$ cat src/rtl/ppc_pkg.sv
package ppc_pkg;
  localparam int PW = 8;
  localparam logic [7:0] RESET_WORD = 8'h9B;

  localparam logic [1:0] ADR_A   = 2'd0;
  localparam logic [1:0] ADR_B   = 2'd1;
  localparam logic [1:0] ADR_C   = 2'd2;
  localparam logic [1:0] ADR_CTL = 2'd3;

  // port C line assignment for handshakes (decoded by peripherals)
  localparam int PC_INTR_B = 0;
  localparam int PC_BUF_B  = 1;
  localparam int PC_HS_B   = 2;
  localparam int PC_INTR_A = 3;
  localparam int PC_STB_A  = 4;
  localparam int PC_IBF_A  = 5;
  localparam int PC_ACK_A  = 6;
  localparam int PC_OBF_A  = 7;

  typedef enum logic [1:0] {
    LR_GPIO   = 2'd0,
    LR_HS_OUT = 2'd1,
    LR_HS_IN  = 2'd2
  } line_role_e;
endpackage

$ cat src/rtl/ppc_ctrl.sv
module ppc_ctrl
  import ppc_pkg::*;
#(
  parameter logic [7:0] RST_WORD = RESET_WORD
) (
  input  logic          clk,
  input  logic          rst,
  input  logic          wr_hit,
  input  logic [1:0]    addr,
  input  logic [PW-1:0] wdata,
  output logic [6:0]    cfg_bits,
  output logic [PW-1:0] pc_latch,
  output logic          inte_a,
  output logic          inte_b,
  output logic          mode_clr
);
  logic       bsr;
  logic [2:0] idx;
  logic       a_strobed, a_in, b_strobed;

  assign mode_clr   = wr_hit && (addr == ADR_CTL) && wdata[7];
  assign bsr        = wr_hit && (addr == ADR_CTL) && !wdata[7];
  assign idx        = wdata[3:1];
  assign a_strobed  = |cfg_bits[6:5];
  assign a_in       = cfg_bits[4];
  assign b_strobed  = cfg_bits[2];

  always_ff @(posedge clk) begin
    if (rst) begin
      cfg_bits <= RST_WORD[6:0];
      pc_latch <= '0;
      inte_a   <= 1'b0;
      inte_b   <= 1'b0;
    end else if (mode_clr) begin
      cfg_bits <= wdata[6:0];
      pc_latch <= '0;
      inte_a   <= 1'b0;
      inte_b   <= 1'b0;
    end else if (bsr) begin
      pc_latch[idx] <= wdata[0];
      if (a_strobed && ((a_in && idx == 3'(PC_STB_A)) || (!a_in && idx == 3'(PC_ACK_A))))
        inte_a <= wdata[0];
      if (b_strobed && idx == 3'(PC_HS_B))
        inte_b <= wdata[0];
    end else if (wr_hit && addr == ADR_C) begin
      pc_latch <= wdata;
    end
  end
endmodule

$ cat src/rtl/ppc_hs_chan.sv
module ppc_hs_chan #(
  parameter int W = 8
) (
  input  logic         clk,
  input  logic         rst,
  input  logic         clr,
  input  logic         strobed,
  input  logic         dir_in,
  input  logic [W-1:0] pins,
  input  logic         wr,
  input  logic [W-1:0] wdata,
  input  logic         rd,
  input  logic         hs_n,
  input  logic         inte,
  output logic [W-1:0] out_q,
  output logic [W-1:0] rd_data,
  output logic         full,
  output logic         intr
);
  logic [W-1:0] in_q;
  logic         s_in, s_out;

  assign s_in  = strobed && dir_in;
  assign s_out = strobed && !dir_in;

  always_ff @(posedge clk) begin
    if (rst || clr) begin
      out_q <= '0;
      in_q  <= '0;
      full  <= 1'b0;
      intr  <= 1'b0;
    end else begin
      if (wr) out_q <= wdata;
      if (s_in && !hs_n) in_q <= pins;
      if (s_in) begin
        if (!hs_n)   full <= 1'b1;
        else if (rd) full <= 1'b0;
        intr <= full && hs_n && inte && !rd;
      end else if (s_out) begin
        if (wr)         full <= 1'b1;
        else if (!hs_n) full <= 1'b0;
        intr <= !full && hs_n && inte && !wr;
      end else begin
        full <= 1'b0;
        intr <= 1'b0;
      end
    end
  end

  assign rd_data = s_in ? in_q : (dir_in ? pins : out_q);
endmodule

$ cat src/rtl/ppc_portc.sv
module ppc_portc
  import ppc_pkg::*;
(
  input  logic [6:0]    cfg_bits,
  input  logic [PW-1:0] pc_latch,
  input  logic [PW-1:0] pc_in,
  input  logic          intr_a,
  input  logic          full_a,
  input  logic          inte_a,
  input  logic          intr_b,
  input  logic          full_b,
  input  logic          inte_b,
  output logic [PW-1:0] pc_out,
  output logic [PW-1:0] pc_oe,
  output logic [PW-1:0] pc_rd
);
  line_role_e    role [PW];
  logic [PW-1:0] hs_val;
  logic          a_strobed, a_in, c_hi_in, b_strobed, b_in, c_lo_in;

  assign a_strobed = |cfg_bits[6:5];
  assign a_in      = cfg_bits[4];
  assign c_hi_in   = cfg_bits[3];
  assign b_strobed = cfg_bits[2];
  assign b_in      = cfg_bits[1];
  assign c_lo_in   = cfg_bits[0];

  always_comb begin
    for (int i = 0; i < PW; i++) role[i] = LR_GPIO;
    hs_val = '0;
    if (a_strobed) begin
      role[PC_INTR_A]   = LR_HS_OUT;
      hs_val[PC_INTR_A] = intr_a;
      if (a_in) begin
        role[PC_STB_A]   = LR_HS_IN;
        role[PC_IBF_A]   = LR_HS_OUT;
        hs_val[PC_IBF_A] = full_a;
      end else begin
        role[PC_ACK_A]   = LR_HS_IN;
        role[PC_OBF_A]   = LR_HS_OUT;
        hs_val[PC_OBF_A] = !full_a;
      end
    end
    if (b_strobed) begin
      role[PC_INTR_B]   = LR_HS_OUT;
      hs_val[PC_INTR_B] = intr_b;
      role[PC_BUF_B]    = LR_HS_OUT;
      hs_val[PC_BUF_B]  = b_in ? full_b : !full_b;
      role[PC_HS_B]     = LR_HS_IN;
    end
  end

  always_comb begin
    for (int i = 0; i < PW; i++) begin
      logic g_in;
      g_in = (i >= PW/2) ? c_hi_in : c_lo_in;
      case (role[i])
        LR_HS_OUT: begin
          pc_oe[i]  = 1'b1;
          pc_out[i] = hs_val[i];
          pc_rd[i]  = hs_val[i];
        end
        LR_HS_IN: begin
          pc_oe[i]  = 1'b0;
          pc_out[i] = 1'b0;
          pc_rd[i]  = (i < PW/2) ? inte_b : inte_a;
        end
        default: begin
          pc_oe[i]  = !g_in;
          pc_out[i] = g_in ? 1'b0 : pc_latch[i];
          pc_rd[i]  = g_in ? pc_in[i] : pc_latch[i];
        end
      endcase
    end
  end
endmodule

$ cat src/rtl/ppc_port_ctrl.sv
module ppc_port_ctrl
  import ppc_pkg::*;
#(
  parameter logic [7:0] RST_WORD = RESET_WORD
) (
  input  logic          clk,
  input  logic          rst,
  input  logic          cs_n,
  input  logic          rd_n,
  input  logic          wr_n,
  input  logic [1:0]    addr,
  input  logic [PW-1:0] wdata,
  output logic [PW-1:0] rdata,
  input  logic [PW-1:0] pa_in,
  output logic [PW-1:0] pa_out,
  output logic [PW-1:0] pa_oe,
  input  logic [PW-1:0] pb_in,
  output logic [PW-1:0] pb_out,
  output logic [PW-1:0] pb_oe,
  input  logic [PW-1:0] pc_in,
  output logic [PW-1:0] pc_out,
  output logic [PW-1:0] pc_oe
);
  logic          wr_hit, rd_hit, mode_clr;
  logic [6:0]    cfg_bits;
  logic [PW-1:0] pc_latch, a_rd, b_rd, pc_rd;
  logic          inte_a, inte_b, full_a, full_b, intr_a, intr_b;
  logic          hs_a_n;

  assign wr_hit = !cs_n && !wr_n;
  assign rd_hit = !cs_n && !rd_n;
  assign hs_a_n = cfg_bits[4] ? pc_in[PC_STB_A] : pc_in[PC_ACK_A];

  ppc_ctrl #(.RST_WORD(RST_WORD)) ctrl_i (
    .clk(clk), .rst(rst), .wr_hit(wr_hit), .addr(addr), .wdata(wdata),
    .cfg_bits(cfg_bits), .pc_latch(pc_latch), .inte_a(inte_a), .inte_b(inte_b),
    .mode_clr(mode_clr)
  );

  ppc_hs_chan #(.W(PW)) chan_a_i (
    .clk(clk), .rst(rst), .clr(mode_clr), .strobed(|cfg_bits[6:5]),
    .dir_in(cfg_bits[4]), .pins(pa_in), .wr(wr_hit && addr == ADR_A),
    .wdata(wdata), .rd(rd_hit && addr == ADR_A), .hs_n(hs_a_n), .inte(inte_a),
    .out_q(pa_out), .rd_data(a_rd), .full(full_a), .intr(intr_a)
  );

  ppc_hs_chan #(.W(PW)) chan_b_i (
    .clk(clk), .rst(rst), .clr(mode_clr), .strobed(cfg_bits[2]),
    .dir_in(cfg_bits[1]), .pins(pb_in), .wr(wr_hit && addr == ADR_B),
    .wdata(wdata), .rd(rd_hit && addr == ADR_B), .hs_n(pc_in[PC_HS_B]),
    .inte(inte_b), .out_q(pb_out), .rd_data(b_rd), .full(full_b), .intr(intr_b)
  );

  ppc_portc portc_i (
    .cfg_bits(cfg_bits), .pc_latch(pc_latch), .pc_in(pc_in),
    .intr_a(intr_a), .full_a(full_a), .inte_a(inte_a),
    .intr_b(intr_b), .full_b(full_b), .inte_b(inte_b),
    .pc_out(pc_out), .pc_oe(pc_oe), .pc_rd(pc_rd)
  );

  assign pa_oe = {PW{!cfg_bits[4]}};
  assign pb_oe = {PW{!cfg_bits[1]}};

  always_comb begin
    rdata = '0;
    if (rd_hit) begin
      case (addr)
        ADR_A:   rdata = a_rd;
        ADR_B:   rdata = b_rd;
        ADR_C:   rdata = pc_rd;
        default: rdata = {1'b1, cfg_bits};
      endcase
    end
  end
endmodule

$ cat config.mk
export PLATFORM = sky130hd
export DESIGN_NAME = ppc_port_ctrl
export DESIGN_NICKNAME = d
export VERILOG_FILES = /design/src/rtl/ppc_pkg.sv /design/src/rtl/ppc_ctrl.sv /design/src/rtl/ppc_hs_chan.sv /design/src/rtl/ppc_portc.sv /design/src/rtl/ppc_port_ctrl.sv
export SDC_FILE = /design/constraint.sdc
export NUM_CORES = 1
export LEC_CHECK = 0
export BUFFER_PORTS_ARGS = -buffer_cell sky130_fd_sc_hd__buf_2
export CAP_MARGIN = 20
export CORE_ASPECT_RATIO = 0.9
export CORE_UTILIZATION = 29
export CTS_CLUSTER_SIZE = 16
export DETAILED_ROUTE_END_ITERATION = 8
export GPL_TIMING_DRIVEN = 0
export SLEW_MARGIN = 30
export SYNTH_ARGS = -nofsm -noshare
export SYNTH_HDL_FRONTEND = slang
export SYNTH_SLANG_ARGS = --single-unit
export TNS_END_PERCENT = 5
$ cat constraint.sdc
create_clock -name clk -period 1.7 [get_ports clk]
set_clock_uncertainty 0.15 [all_clocks]
set_input_delay 0.255 -clock clk [delete_from_list [all_inputs] [get_ports clk]]
set_output_delay 0.255 -clock clk [all_outputs]
set_load 0.05 [all_outputs]
==> summary.md <==
| Metric | Value |
|---|---|
| Failing checks | setup timing |
| Most common cell after layout, fill and taps aside | nand2_1 |
| Final WL | 11400 um |
| CTS root buf | clkbuf_16 |
| CTS max path bufs | 2 |
| Chip Width | 113 um |
| RSZ-0062 raised after global routing | yes |
| IO buf count | 89 |
| Post-route cell area | 4330 um2 |
| Critical-path top delay cell | dfxtp_4 |
| Area of placed instances | 3930 um2 |
| Synthesized cell area | 3220 um2 |
| Seq pwr share | 0.418 |
| Setup slack, reg-to-reg | 100 ps |
| Leakage dissipation | 1.85 nW |
| H-tree level count | 2 |
| Initial DRT Pass Iterations | 5 |
| Combinational power share | 0.193 |
| Residual DRC | 0 |
| Gpl congestion | 0.913 |
| Psw | 896 uW |
| Mapped Cells | 421 |
| Most frequent cells in the layout | 88 x nand2_1, 71 x buf_2, 48 x dfxtp_1 |
| Final core utilization | 0.400 |
| Final #Nets | 555 |
| Crit path largest cell delay | 380 ps |
| Fill count | 1142 |
| Ports | 95 |
| Initial antenna violation count | 0 |
| Switch share | 0.294 |
| Slew Viols, Final | 0 |
| Sequential share of the synthesized area | 0.329 |
| Clock power frac | 0.389 |
| Ys async rst share | 0 |
| Final hold violations | 0 |
| Largest net degree at the start of global routing | 17 |
| Final worst path period share | 1.34 |
| Achievable frequency | 438 MHz |
| Setup CP Type | reg2out |
| Global-route wire length before repair | 17500 um |
| FP Rows | 36 |
| CTS buffer count | 5 |
| Slew headroom | 0.409 |
| Layout cell share with drive strength beyond 1 | 0.366 |
| YS warnings | 0 |
| Starting Density | 0.298 |
| Post-Place Cells | 643 |
| Status | finished with violations |
| WL/cell | 17.5 um |
| Number of global-route vias before repair | 3286 |
| CTS tree | yes |
| Yosys reg bits | 53 |
| CP Cell Sequence | o21bai_2, mux2i_1, o21ai_0, a31oi_2, buf_4 |
| All-Layer GR Usage | 0.198 |
| Final Total Pwr | 3.05 mW |
| Post-Layout Cell Count | 650 |
| WP data required | 1290 ps |
| Hold WS | 52.7 ps |
| Total core area | 10800 um2 |
| Net Count, Synth | 460 |
| Final worst slack | -584 ps |
| Unique masters post-synth | 54 |
| Slew of the pin with the lowest slew margin | 880 ps |
| Via-per-instance ratio | 5.35 |
| CP Capture Type | output pin |
| 1st-iter DRT viols | 228 |
| Full die area | 11500 um2 |
| Worst Path Max Fanout | 8 |
| Hold Crit Class | in2reg |
| Avg Inst Size Synth | 7.66 um2 |
| CTS Sinks | 53 |
| Die Y | 102 um |
| Area Overhead vs Synth | 34.3% |
| Critical Path AT | 1880 ps |
| Cell Int Power | 2.15 mW |
| DP Worst Slack | -654 ps |
| ANT nets after route | 0 |
| Power Dens Cells | 704 nW/um2 |
| Max_cap viols | 0 |
| Clk slew on worst S/H paths | 70 ps |
| Worst VDD drop | 0.000398 V |
| Post-Route Setup TNS | -5400 ps |
| # setup viols final | 18 |
| Clk_lat worst skew | 300 ps |
| Main synth FF type | dfxtp_1 |
| Hold Buf Count CTS | 0 |
| Crit path time final | 2280 ps |
| Ant diodes | 0 |
| Routed via count | 3479 |
| Detailed placement HPWL | 8590 um |
| Worst setup SP type | flop |
| Total grt overflow | 0 |
| Number of synthesized flops with an enable pin | 0 |
## synth_stat cells (all sizes together), types with 4 or more instances
cell type	instances	area, um2
nand2	89	337
dfxtp	53	1060
a21oi	42	210
buf	33	245
o21ai	31	159
nor2	27	104
mux2i	23	230
clkbuf	13	50.0
a31oi	12	75.1
nand3	12	72.6
o211ai	10	75.1
inv	9	33.8
a311oi	6	52.6
nor3	6	30.0
and2	5	31.3
nand2b	4	25.0
o311ai	4	35.0
## critical path: cells and delay by family (launching register included)
kind / cells / cell delay [ps]
muxes: 1 / 330
buffers and inverters: 1 / 230
AOI/OAI and AO/OA: 3 / 640
DFF: 1 / 380
## routing by layer
layer	share of wire	vias to the layer above	track usage
li1	-	1688	-
met2	0.46	130	0.319
met4	0.034	0	0.0921
met3	0.054	25	0.0344
met1	0.45	1636	0.259
met5	0	-	0
## sequential cells by signal, summed over array words and instances (netlist names)
| signal | flops |
|---|---|
| chan_a_i.intr | 1 |
| ctrl_i.pc_latch | 8 |
| chan_a_i.in_q | 8 |
| chan_b_i.in_q | 8 |
| chan_a_i.out_q | 8 |
| chan_b_i.intr | 1 |
| chan_b_i.out_q | 8 |
| ctrl_i.inte_a | 1 |
| chan_a_i.full | 1 |
| ctrl_i.cfg_bits | 7 |
| ctrl_i.inte_b | 1 |
| chan_b_i.full | 1 |
## timing repair
action | 4_1_cts | 5_1_grt
pin swaps | 5 | 3
resized for setup | 63 | 27
buffers inserted | 0 | 0
endpoints found under the setup margin | 46 | 41
## worst paths after layout
kind | endpoint | from | cells after the start
max | rdata[7] | ctrl_i.cfg_bits[6] | 5
min | chan_a_i.in_q[4] | pa_in[4] | 3
max reg2reg | chan_b_i.in_q[3] | ctrl_i.cfg_bits[1] | 5
min reg2reg | chan_a_i.out_q[3] | chan_a_i.out_q[3] | 2
## cells by family after synthesis
family / synth area share
compound gates: 0.254
xor+xnor: 0.00544
simple gates: 0.238
mux: 0.0714
buf+inv: 0.102
flops: 0.329
## power groups by stage
| stage | combinational, mW | sequential (mW) | clock (mW) |
|---|---|---|---|
| finish | 0.589 | 1.27 | 1.18 |
| global route | 0.625 | 1.28 | 1.23 |
| CTS | 0.579 | 1.27 | 1.19 |
| detailed placement | 0.549 | 1.31 | 0 |
| global placement | 0.544 | 1.31 | 0 |
| floorplan | 0.349 | 1.33 | 0 |
## layout make-up
class,instances,area (um2),share of cell area
Multi-Input combinational cell,313,1990,0.459
Tap cell,133,166,0.0385
Clock buffer,6,129,0.0298
Timing Repair Buffer,89,551,0.127
Clock inverter,2,38.8,0.00896
Sequential cell,53,1070,0.248
Inverter,9,37.5,0.00867
Buffer,45,345,0.0798
Power figures use the tool's default switching activity.
